**src/rtl/evenseq_pkg.sv**
```systemverilog
package evenseq_pkg;
  localparam int unsigned SEQ_W  = 3;
  localparam int unsigned STRIDE = 2;

  typedef logic [SEQ_W-1:0] code_t;

  typedef enum logic {
    DIR_FWD = 1'b0,
    DIR_REV = 1'b1
  } dir_e;

  typedef struct packed {
    logic [SEQ_W-1:0] j;
    logic [SEQ_W-1:0] k;
  } jk_t;

  // a code belongs to the sequence only when its lowest bit is clear
  function automatic logic code_is_odd(code_t c);
    return c[0];
  endfunction
endpackage

```
**src/rtl/evenseq_next.sv**
```systemverilog
module evenseq_next
  import evenseq_pkg::*;
(
  input  code_t cur,
  input  logic  dir,
  output code_t nxt,
  output logic  bad
);
  code_t up_val;
  code_t dn_val;

  // modular arithmetic gives both wraps: 6+2 -> 0 and 0-2 -> 6
  assign up_val = code_t'(cur + code_t'(STRIDE));
  assign dn_val = code_t'(cur - code_t'(STRIDE));
  assign bad    = code_is_odd(cur);

  always_comb begin
    if (bad) begin
      nxt = '0;
    end else begin
      unique case (dir_e'(dir))
        DIR_FWD: nxt = up_val;
        DIR_REV: nxt = dn_val;
        default: nxt = '0;
      endcase
    end
  end
endmodule

```
**src/rtl/evenseq_excite.sv**
```systemverilog
module evenseq_excite
  import evenseq_pkg::*;
#(
  parameter int unsigned W = SEQ_W
) (
  input  logic [W-1:0] q,
  input  logic [W-1:0] target,
  input  logic         upd,
  output logic [W-1:0] j,
  output logic [W-1:0] k
);
  for (genvar b = 0; b < W; b++) begin : g_bit
    // set only on a 0->1 move, clear only on a 1->0 move, else hold
    assign j[b] = upd & ~q[b] &  target[b];
    assign k[b] = upd &  q[b] & ~target[b];
  end
endmodule

```
**src/rtl/evenseq_jkreg.sv**
```systemverilog
module evenseq_jkreg #(
  parameter int unsigned W = 3
) (
  input  logic         clk,
  input  logic         rst,
  input  logic [W-1:0] j,
  input  logic [W-1:0] k,
  output logic [W-1:0] q
);
  for (genvar b = 0; b < W; b++) begin : g_ff
    always_ff @(posedge clk) begin
      if (rst) begin
        q[b] <= 1'b0;
      end else begin
        unique case ({j[b], k[b]})
          2'b00:   q[b] <= q[b];
          2'b10:   q[b] <= 1'b1;
          2'b01:   q[b] <= 1'b0;
          default: q[b] <= ~q[b];
        endcase
      end
    end


    jk_set_chk: assert property (@(posedge clk) disable iff (rst)
      (j[b] && !k[b]) |=> q[b]);

    jk_clr_chk: assert property (@(posedge clk) disable iff (rst)
      (k[b] && !j[b]) |=> !q[b]);

    jk_hold_chk: assert property (@(posedge clk) disable iff (rst)
      (!j[b] && !k[b]) |=> $stable(q[b]));
  end
endmodule

```
**src/rtl/evenseq_gen.sv**
```systemverilog
module evenseq_gen
  import evenseq_pkg::*;
(
  input  logic             clk,
  input  logic             rst,
  input  logic             cnt_en,
  input  logic             dir_sel,
  input  logic             seed_load,
  input  logic [SEQ_W-1:0] seed_code,
  output logic [SEQ_W-1:0] seq_o,
  output logic             dir_o,
  output logic             recover_o
);
  code_t cur;
  code_t nxt;
  code_t target;
  logic  bad;
  logic  step;
  logic  upd;
  jk_t   jk;
  logic  dir_q;
  logic  rec_q;

  assign step   = cnt_en & ~seed_load;
  assign upd    = cnt_en | seed_load;
  assign target = seed_load ? seed_code : nxt;

  evenseq_next u_next (
    .cur (cur),
    .dir (dir_sel),
    .nxt (nxt),
    .bad (bad)
  );

  evenseq_excite #(.W(SEQ_W)) u_exc (
    .q      (cur),
    .target (target),
    .upd    (upd),
    .j      (jk.j),
    .k      (jk.k)
  );

  evenseq_jkreg #(.W(SEQ_W)) u_reg (
    .clk (clk),
    .rst (rst),
    .j   (jk.j),
    .k   (jk.k),
    .q   (cur)
  );

  always_ff @(posedge clk) begin
    if (rst) begin
      dir_q <= 1'b0;
      rec_q <= 1'b0;
    end else begin
      if (step) dir_q <= dir_sel;
      rec_q <= step & bad;
    end
  end

  assign seq_o     = cur;
  assign dir_o     = dir_q;
  assign recover_o = rec_q;


  fwd_step_chk: assert property (@(posedge clk) disable iff (rst)
    (step && !dir_sel && !seq_o[0]) |=> (seq_o == code_t'($past(seq_o) + 3'd2)));

  rev_step_chk: assert property (@(posedge clk) disable iff (rst)
    (step && dir_sel && !seq_o[0]) |=> (seq_o == code_t'($past(seq_o) - 3'd2)));

  odd_exit_chk: assert property (@(posedge clk) disable iff (rst)
    (step && seq_o[0]) |=> (seq_o == 3'd0));

  rec_cause_chk: assert property (@(posedge clk) disable iff (rst)
    $rose(recover_o) |-> ($past(seq_o[0]) && seq_o == 3'd0));

  rec_single_chk: assert property (@(posedge clk) disable iff (rst)
    recover_o |=> !recover_o);

  load_chk: assert property (@(posedge clk) disable iff (rst)
    seed_load |=> (seq_o == $past(seed_code) && $stable(dir_o)));

  idle_hold_chk: assert property (@(posedge clk) disable iff (rst)
    (!cnt_en && !seed_load) |=> ($stable(seq_o) && $stable(dir_o)));
endmodule

```
**config.mk**
```make
export PLATFORM = sky130hd
export DESIGN_NAME = evenseq_gen
export DESIGN_NICKNAME = d
export VERILOG_FILES = /design/src/rtl/evenseq_pkg.sv /design/src/rtl/evenseq_next.sv /design/src/rtl/evenseq_excite.sv /design/src/rtl/evenseq_jkreg.sv /design/src/rtl/evenseq_gen.sv
export SDC_FILE = /design/constraint.sdc
export NUM_CORES = 1
export LEC_CHECK = 0
export BUFFER_PORTS_ARGS = -buffer_cell sky130_fd_sc_hd__buf_2
export CAP_MARGIN = 20
export CORE_AREA = 2 2 39 41
export DETAILED_ROUTE_END_ITERATION = 10
export DIE_AREA = 0 0 41 43
export SLEW_MARGIN = 20
export SYNTH_ARGS = -nofsm -noshare
export SYNTH_HDL_FRONTEND = slang
export SYNTH_SLANG_ARGS = --single-unit
```
**constraint.sdc**
```tcl
create_clock -name clk -period 1.85 [get_ports clk]
set_input_delay 0.185 -clock clk [delete_from_list [all_inputs] [get_ports clk]]
set_output_delay 0.185 -clock clk [all_outputs]
set_load 0.005 [all_outputs]
```
# Word level (Yosys, flattened, before mapping)
# Cells that the tools add are included.
# classes
add_sub_neg,2
eq_ne,6
mux,6
n_bitwise,23
reduce_logical,3
# op_table
cell,count
$and A1 B1 Y1,14
$pmux W1 S3,3
$not A1 Y1,8
$eq A2 B1 Y1 const B,3
$eq A2 B2 Y1 const B,3
$logic_not A2 Y1,3
$mux W3,2
$pmux W3 S2,1
$add A3 B2 Y3 const B,1
$sub A3 B2 Y3 const B,1
$or A1 B1 Y1,1
# totals
reg_bits,5
in_bits,8
out_inout_bits,5
word_cells,45

# Longest topological paths before layout
# Gate-level depths: netlist (run 1).
# logic_depth
depth_word,8
ltp_mapped,3

# By module
# From an unflattened synthesis (run 1), not the netlist that was laid out.
# unflattened
hier_cells,50
hier_area_um2,447.9
# by_module_without_submodules
mod,instances,cells_per_inst,area_each_um2,seq_area_each_um2
evenseq_jkreg,1,27,229.0,60.1
evenseq_gen,1,11,117.6,40.0
evenseq_excite,1,6,52.6,0.0
evenseq_next,1,6,48.8,0.0

# Worst setup path before layout (run 1)
# No wires, ideal clock.
# synth_path
path_kind,register -> register
startpoint,reg u_reg.q[1]
endpoint,reg u_reg.q[2]
arrival_ns,0.767
slack_ns,0.958
path_stages_with_launch,4
path_buffers,0
period_less_slack_ns,0.892
path_cell_list,dfxtp_1 xor2_1 xnor2_1 o22ai_2
# synth_via
elab_chain_len,8
word_cells_on_any_way,12
cone_classes,add/sub (2); eq/ne (2); mux (4); bitwise (3); reduce/logical (1)
# synth_rtl
element,line,rtl
"start, declared",evenseq_jkreg.sv:8,output logic [W-1:0] q
"start signal, assigned by index",evenseq_jkreg.sv:16,2'b00: q[b] <= q[b];
"start signal, assigned by index",evenseq_jkreg.sv:19,default: q[b] <= ~q[b];
$sub A3 B2 Y3 / $add A3 B2 Y3 (equally long branches),"evenseq_next.sv:14, evenseq_next.sv:13",
$pmux W3 S2 (*),evenseq_next.sv:21,unique case (dir_e'(dir))
$mux W3 (*),evenseq_next.sv:18,if (bad) begin
$mux W3 (*),evenseq_gen.sv:26,assign target = seed_load ? seed_code : nxt;
$not A1 Y1,evenseq_excite.sv:15,assign k[b] = upd & q[b] & ~target[b];
$and A1 B1 Y1,evenseq_excite.sv:15,
$eq A2 B1 Y1 (tied with other cells),evenseq_jkreg.sv:15,"unique case ({j[b], k[b]})"
$pmux W1 S3,evenseq_jkreg.sv:15,
# Mark *: on every way between the ends. The rest lies on a longest branch, timed or not.
# A chain may end at the register's enable or synchronous reset.

# Worst setup path in the final report (run 1)
# layout_path
startpoint,reg u_reg.q[0]
endpoint,out seq_o[0]
# layout_lines
element,line,rtl
"end, declared",evenseq_gen.sv:10,"output logic [SEQ_W-1:0] seq_o,"
# No word-level cell between the ends.

==> flow_metrics.tcl, run 1 <==
set metrics [dict create \
    grt_pass1_vias 189 \
    p_clk_frac 0.438 \
    setup-tns-final_ns 0 \
    rsz0062_at_grt "false" \
    wirelength_um 493 \
    dp.final_hpwl_um 386 \
    clk_latency_ns 0.24 \
    gr-usage-all-layers 0.0785 \
    areaGrowthSynthToFinish_pct 41.8 \
    syn_nets 32 \
    via_per_inst 4.05 \
    cts_resized 0 \
    die_area_mm2 0.00176 \
    ant_nets 0 \
    status "complete, no violations" \
    crit_buf_inv 1 \
    cts_buffers 3 \
    cts_tree "built" \
    vdd_drop_max_mv 0.375 \
    report.final.slew_viol_count 0 \
    diodes 0 \
    cts_buffer_depth 2 \
    syn-cell-area_um2 236 \
    swShare 0.235 \
    worstSetupPathType "flop to primary output" \
    fin_skew_ns 0.00202 \
    root_buffer "clkbuf_4" \
    clkSlewWorstSetupHoldPaths_ns 0.04 \
    top_level_ports 13 \
    vias 223 \
    crit_chain "buf_2" \
    clock.fmax_ghz 1.07 \
    finalSetupViolCount 0 \
    die_h_um 43 \
    power_frac_seq 0.415 \
    routabilityCongestion 0.675 \
    nNetsFinal 48 \
    hold_path_class "input port to flop" \
    timing.slew.headroom 0.875 \
    ys_ff_latch 5 \
    hold_buffers 0 \
    fin_crit_ns 0.934 \
    antenna_found_initial 0 \
    postSynthAreaPerCell_um2 9.85 \
    ys.warnings.count 0 \
    initial_utilization 0.171 \
    grt_pass1_wl_um 841 \
    numClockSinks 5 \
    grt_max_degree 8 \
    power.density_mw_per_mm2 856 \
    hold_viol_final 0 \
    hold_slack_ns 0.192 \
    p_int_w 0.000220 \
    synth_cells 24 \
    drtIter0Drc 1 \
    tightest_slew_ns 0.186 \
    start_kind "flop" \
    core_mm2 0.00138 \
    crit_fanout 5 \
    worstPathArrival_ns 0.75 \
    drt_pass1_iterations 2 \
    drc 0 \
    cp-end-kind "primary output" \
    cpPeakStageDelay_ns 0.37 \
    p_sw_w 0.0000674 \
    rrSetupSlack_ns 0.95 \
    wl_per_cell_um 8.96 \
    num_rows 14 \
    htree_levels 1 \
    grt_remaining_overflow 0 \
    cp_top_family "flip-flops" \
    seq_area_frac_synth 0.423 \
    dieWidth_um 41 \
    crit_required_ns 1.66 \
    synth_cell_types 14 \
    postCtsSetupBuffers 0 \
    cap_violations 0 \
    comb_power_share 0.147 \
    worst_path_max_delay_cell "dfxtp_1" \
    min_period_over_period 0.505 \
    layout-drive-gt1-share 0.436 \
    cellLeakagePower_nw 0.154 \
    port_buffers 12 \
]
## area by class of cell
type / instances / area, µm²
Fill cell: 151 / 1050
Multi-Input combinational cell: 18 / 129
Sequential cell: 5 / 100
Timing Repair Buffer: 12 / 60.1
Clock buffer: 4 / 26.3
Tap cell: 16 / 20.0
## cells in the mapped netlist
cell type,instances,share of area
a211oi_1,1,0.032
o22ai_2,1,0.053
nor2_1,3,0.048
or3_1,1,0.026
xor2_1,1,0.037
a21oi_1,2,0.042
buf_4,1,0.032
nor2b_1,2,0.053
dfxtp_1,5,0.42
xnor2_1,1,0.037
nand2b_4,1,0.058
mux2i_1,1,0.042
nor3b_1,3,0.095
nor3_1,1,0.021
## routing by layer
metal,GRT usage,part of all wire,up-vias
met1,0.0906,0.40,100
met2,0.0906,0.45,11
met3,0.0942,0.14,0
met5,0,0,-
li1,-,-,112
met4,0.0200,0,0
## kinds of logic (layout without fill, tap and decap cells)
group	after synthesis	in the layout	synth area share
AOI/OAI and AO/OA	4	4	0.127
xor gates and xnor gates	2	2	0.0741
buffers and inverters	1	16	0.0318
DFF	5	5	0.423
muxes	1	1	0.0423
and+or+nand+nor	11	11	0.302
## stage by stage
step | std cells | total power, W | instance area [µm²] | utilization | setup WS (ns)
2_1_floorplan | 24 | 0.000145 | 236 | - | 0.958
5_1_grt | 55 | 0.000314 | 335 | 0.242 | 0.835
3_5_place_dp | 51 | 0.000164 | 309 | 0.223 | 0.898
6_report | 55 | 0.000287 | 335 | 0.242 | 0.916
4_1_cts | 55 | 0.000294 | 335 | 0.242 | 0.885
3_3_place_gp | 51 | 0.000165 | 309 | 0.223 | 0.916
## path summary, 6_finish.rpt
kind / start / endpoint / cells past startpoint
worst min register to register: dir_o$_SDFFE_PP0P_ / dir_o$_SDFFE_PP0P_ / 2
worst max-delay path: u_reg.q[0]$_SDFFE_PP0P_ / seq_o[0] / 1
worst max register to register: u_reg.q[1]$_SDFFE_PP0P_ / u_reg.q[2]$_SDFFE_PP0P_ / 3
worst min-delay path: seed_code[0] / u_reg.q[0]$_SDFFE_PP0P_ / 3
## flip-flops by register name, summed over array words and instances, names as in the netlist
register	cells
dir_o	1
recover_o	1
u_reg.q	3
## power by group through the flow
stage	clock [W]	sequential (W)	combinational, W
finish	0.000126	0.000119	0.0000422
global route	0.000146	0.000120	0.0000476
CTS	0.000132	0.000119	0.0000431
detailed placement	0	0.000121	0.0000429
global placement	0	0.000122	0.0000430
floorplan	0	0.000121	0.0000237
## cells in the final DEF (no fill, tap or decap)
| master | Yosys | layout |
|---|---|---|
| buf_2 | 0 | 12 |
| nor2b_1 | 2 | 2 |
| dfxtp_1 | 5 | 5 |
| clkbuf_1 | 0 | 1 |
| nor3b_1 | 3 | 3 |
| o22ai_2 | 1 | 1 |
| mux2i_1 | 1 | 1 |
| nor2_1 | 3 | 3 |
| a211oi_1 | 1 | 1 |
| nand2b_4 | 1 | 1 |
| nor3_1 | 1 | 1 |
| xor2_1 | 1 | 1 |
| or3_1 | 1 | 1 |
| a21oi_1 | 2 | 2 |
| clkbuf_4 | 0 | 3 |
| xnor2_1 | 1 | 1 |
No activity file was read; power rests on OpenSTA's default activity.
==> run 2, diff against run 1 <==
--- a/config.mk
+++ b/config.mk
@@ -5,6 +5,7 @@
 export SDC_FILE = /design/constraint.sdc
 export NUM_CORES = 1
 export LEC_CHECK = 0
+export ABC_AREA = 1
 export BUFFER_PORTS_ARGS = -buffer_cell sky130_fd_sc_hd__buf_2
 export CAP_MARGIN = 20
 export CORE_AREA = 2 2 39 41
==> constraint.sdc (replaced) <==
create_clock -name clk -period 0.9 [get_ports clk]
set_input_delay 0.09 -clock clk [delete_from_list [all_inputs] [get_ports clk]]
set_output_delay 0.09 -clock clk [all_outputs]
set_load 0.005 [all_outputs]
==> flow_metrics.tcl, run 2 <==
set metrics [dict create \
    worst_path_max_delay_cell "dfxtp_1" \
    synthArstFlopShare 0 \
    final_cell_mix "buf_2, nand2_1, nand3_1" \
    drc 0 \
    grt_pass1_wl_um 862 \
    port_buffers 12 \
    fin_skew_ns 0.00518 \
    htree_levels 1 \
    gr-usage-all-layers 0.0744 \
    setup-tns-final_ns 0 \
    cp.depth 1 \
    tightest_slew_ns 0.209 \
    synth_most_common_cell "nand2_1" \
    vias 252 \
    n_fill_cell 164 \
    synth_top_area_frac 0.437 \
    synth_enable_flop_cells 0 \
    syn_nets 41 \
    ys_ff_latch 5 \
    core_mm2 0.00138 \
    cp-end-kind "primary output" \
    cts_buffer_depth 2 \
    synth_commonest_cells "nand2_1, dfxtp_1, nand3_1" \
    p_clk_frac 0.451 \
    clock.fmax_ghz 1.22 \
    die_area_mm2 0.00176 \
    hold_path_class "input port to flop" \
    largest_reg_flops 3 \
    power_frac_seq 0.421 \
    ys.warnings.count 0 \
    cts_buffers 3 \
    num_rows 14 \
    grt_max_degree 6 \
    mostFrequentLayoutCell "buf_2" \
    start_kind "flop" \
    routabilityCongestion 0.723 \
    vdd_drop_max_mv 0.519 \
    nNetsFinal 57 \
    clkSlewWorstSetupHoldPaths_ns 0.05 \
    crit_buf_inv 1 \
    top_layer "met3" \
    hold_buffers 0 \
    min_period_over_period 0.908 \
    areaGrowthSynthToFinish_pct 44.3 \
    layout-drive-gt1-share 0.417 \
    synth_cells 33 \
    cellLeakagePower_nw 0.164 \
    top_level_ports 13 \
    crit_required_ns 0.81 \
    dieWidth_um 41 \
    power.density_mw_per_mm2 1750 \
    worst_slack_ns 0.0825 \
    met2WireLength_um 256 \
    worstSetupPathType "flop to primary output" \
    wl_met3_um 55 \
    seq_area_frac_synth 0.437 \
    drtIter0Drc 5 \
    cp_top_family "flip-flops" \
    synth_ff_type "dfxtp_1" \
    via_per_inst 3.94 \
    rsz0062_at_grt "false" \
    diodes 0 \
    report.final.slew_viol_count 0 \
    pre_cts_ws_ns 0.0758 \
    ant_nets 0 \
    fin_crit_ns 0.818 \
    wl_per_cell_um 8.30 \
    dp.final_hpwl_um 432 \
    p_sw_w 0.000142 \
    drt-met1-wl_um 219 \
    top_register "u_reg.q" \
    root_buffer "clkbuf_4" \
    clk_latency_ns 0.24 \
    grt_pass1_vias 235 \
    finalPower_w 0.000579 \
    r2r_cells 6 \
    swShare 0.245 \
    cpPeakStageDelay_ns 0.36 \
    p_int_w 0.000437 \
    synth_top_cell_by_area "dfxtp_1" \
    comb_power_share 0.128 \
    crit_chain "buf_2" \
    synth_cell_types 12 \
    syn-cell-area_um2 229 \
    numClockSinks 5 \
    wirelength_um 531 \
    hold_viol_final 0 \
    min_path_cells 2 \
    finalSetupViolCount 0 \
    hold_slack_ns 0.0577 \
    status "complete, no violations" \
    crit_fanout 4 \
    timing.slew.headroom 0.860 \
    synthTopCellsByArea "dfxtp_1, nand2_1, nand3_1" \
    cts_tree "built" \
    initial_utilization 0.165 \
    drt_pass1_iterations 4 \
    cap_violations 0 \
    postLayoutCoreUtil 0.239 \
    postSynthAreaPerCell_um2 6.94 \
    worstPathArrival_ns 0.73 \
    antenna_found_initial 0 \
    die_h_um 43 \
    grt_remaining_overflow 0 \
]
-- run 2: changes by cell type after synthesis, sizes merged, moves of 2 or more --
cell,change
inv,+4
nor2b,-2
nor3b,-3
nand3,+4
nand2,+11
-- run 2: area by class of cell --
cell class | count | area (µm²) | area share
clock buffers | 4 | 26.3 | 0.0795
inverters | 4 | 15.0 | 0.0455
multi-input cells | 23 | 106 | 0.322
flip-flops and latches | 5 | 103 | 0.311
well taps | 16 | 20.0 | 0.0606
repair buffers | 12 | 60.1 | 0.182
-- run 2: final timing paths --
kind / start / end / slack (ns)
max: u_reg.q[1]$_SDFFE_PP0P_ / seq_o[1] / 0.08
min: rst / u_reg.q[0]$_SDFFE_PP0P_ / 0.06
max reg2reg: u_reg.q[2]$_SDFFE_PP0P_ / u_reg.q[2]$_SDFFE_PP0P_ / 0.09
min reg2reg: dir_o$_SDFFE_PP0P_ / dir_o$_SDFFE_PP0P_ / 0.46
-- run 2: layer usage --
layer / GRT usage / up-vias
li1: - / 134
met1: 0.0809 / 111
met2: 0.100 / 7
met3: 0.0419 / 0
met4: 0.0600 / 0
met5: 0 / -
-- run 2: power by group through the flow --
stage / registers [W] / logic, W / clock network, W
6_report: 0.000244 / 0.0000740 / 0.000261
5_1_grt: 0.000246 / 0.0000839 / 0.000298
4_1_cts: 0.000243 / 0.0000747 / 0.000277
3_5_place_dp: 0.000247 / 0.0000746 / 0
3_3_place_gp: 0.000247 / 0.0000733 / 0
2_1_floorplan: 0.000247 / 0.0000372 / 0
-- run 2: metrics by stage --
stage	instances	area, µm²
floorplan	33	229
global placement	60	302
detailed placement	60	302
CTS	64	328
global route	64	330
finish	64	330
-- run 2: logic make-up (layout without fill, tap and decap cells) --
family | after synthesis | in the layout | synth area share
AND/OR/NAND/NOR | 18 | 18 | 0.339
buffers and inverters | 5 | 20 | 0.0984
AO/OA/AOI/OAI | 5 | 5 | 0.126
flip-flops | 5 | 5 | 0.437
-- run 2: what timing repair did --
action / CTS / global route
gates resized for setup: 0 / 2
setup endpoints to repair: 0 / 2
buffers inserted: 0 / 0
==> run 3, diff against run 2 <==
--- a/config.mk
+++ b/config.mk
@@ -11,6 +11,7 @@
 export CORE_AREA = 2 2 39 41
 export DETAILED_ROUTE_END_ITERATION = 10
 export DIE_AREA = 0 0 41 43
+export PLACE_DENSITY = 0.35
 export SLEW_MARGIN = 20
 export SYNTH_ARGS = -nofsm -noshare
 export SYNTH_HDL_FRONTEND = slang
==> flow_metrics.tcl, run 3 (same netlist as run 2, synthesis figures left out) <==
set metrics [dict create \
    status "complete, no violations" \
    largest_reg_flops 3 \
    crit_required_ns 0.81 \
    die_h_um 43 \
    core_mm2 0.00138 \
    numClockSinks 5 \
    timing.slew.headroom 0.861 \
    clkSlewWorstSetupHoldPaths_ns 0.04 \
    hold_viol_final 0 \
    r2r_cells 6 \
    clk_latency_ns 0.24 \
    grt_remaining_overflow 0 \
    seq_area_um2 103 \
    cap_violations 0 \
    multi_input_area_um2 110 \
    diodes 0 \
    hold_buffers 0 \
    areaGrowthSynthToFinish_pct 45.9 \
    mostFrequentLayoutCell "buf_2" \
    dieWidth_um 41 \
    gr-usage-all-layers 0.0904 \
    port_buffers 12 \
    wl_per_cell_um 8.81 \
    start_kind "flop" \
    clock.fmax_ghz 1.23 \
    cellLeakagePower_nw 0.164 \
    min_period_over_period 0.906 \
    final_cell_mix "buf_2, nand2_1, nand3_1" \
    root_buffer "clkbuf_4" \
    vdd_drop_max_mv 0.535 \
    wirelength_um 564 \
    antenna_found_initial 0 \
    finalSetupViolCount 0 \
    crit_buf_inv 1 \
    top_register "u_reg.q" \
    initial_utilization 0.165 \
    dp.final_hpwl_um 447 \
    worstPathArrival_ns 0.73 \
    setup-tns-final_ns 0 \
    n_fill_cell 163 \
    cts_tree "built" \
    die_area_mm2 0.00176 \
    top_level_ports 13 \
    grt_pass1_wl_um 959 \
    routabilityCongestion 0.624 \
    fin_crit_ns 0.816 \
    postCtsSetupBuffers 0 \
    drt_pass1_iterations 2 \
    crit_fanout 4 \
    cp_top_family "flip-flops" \
    vias 257 \
    nNetsFinal 57 \
    hold_path_class "input port to flop" \
    worst_path_max_delay_cell "dfxtp_1" \
    power.density_mw_per_mm2 1730 \
    postLayoutCoreUtil 0.241 \
    layout-drive-gt1-share 0.438 \
    cp.depth 1 \
    cts_resized 0 \
    worstSetupPathType "flop to primary output" \
    ant_nets 0 \
    cpPeakStageDelay_ns 0.36 \
    via_per_inst 4.02 \
    grt_pass1_vias 227 \
    min_path_cells 2 \
    tightest_slew_ns 0.208 \
    report.final.slew_viol_count 0 \
    fin_skew_ns 0.000960 \
    htree_levels 1 \
    cp-end-kind "primary output" \
    rsz0062_at_grt "false" \
    crit_chain "buf_2" \
    grt_max_degree 6 \
    cts_buffer_depth 2 \
    drtIter0Drc 1 \
    num_rows 14 \
    drc 0 \
    cts_buffers 3 \
]
[run 3: path summary, 6_finish.rpt]
kind,from,to,slack (ns)
setup / recovery,u_reg.q[1]$_SDFFE_PP0P_,seq_o[1],0.08
setup reg to reg,u_reg.q[2]$_SDFFE_PP0P_,u_reg.q[2]$_SDFFE_PP0P_,0.10
hold / removal,rst,u_reg.q[2]$_SDFFE_PP0P_,0.07
hold reg to reg,dir_o$_SDFFE_PP0P_,dir_o$_SDFFE_PP0P_,0.46
[run 3: area by class of cell]
type,count,area share
Clock buffer,4,0.0787
Inverter,4,0.0449
Multi-Input combinational cell,23,0.330
Sequential cell,5,0.307
Tap cell,16,0.0599
Timing Repair Buffer,12,0.180
[run 3: metrics by stage]
step	cell area (µm²)	total power, W	setup slack (ns)	cells	hold slack (ns)
global placement	302	0.000324	0.0952	60	0.330
CTS	328	0.000593	0.0329	64	0.0758
global route	334	0.000633	0.0116	64	0.0627
finish	334	0.000577	0.0842	64	0.0720
floorplan	229	0.000284	0.121	33	0.159
detailed placement	302	0.000323	0.0748	60	0.333
[run 3: routing by layer]
layer / up-vias / GRT usage / part of all wire
met5: - / 0 / 0
met4: 0 / 0.100 / 0.0071
met3: 2 / 0.0471 / 0.094
met2: 9 / 0.0938 / 0.40
met1: 110 / 0.116 / 0.49
li1: 136 / - / -
[run 3: worst reg2reg max path, cell delays in order, from the launching register on]
cell and delay [ns]:
dfxtp_2 0.34, inv_1 0.04, nand2_1 0.07, nand2_1 0.05, nand2_1 0.05, nand3_1 0.08, a21oi_2 0.11
[run 3: power by group]
part	switching (W)	internal [W]	total [W]
sequential	0.00000928	0.000235	0.000244
combinational	0.0000415	0.0000353	0.0000768
clock	0.0000880	0.000167	0.000255
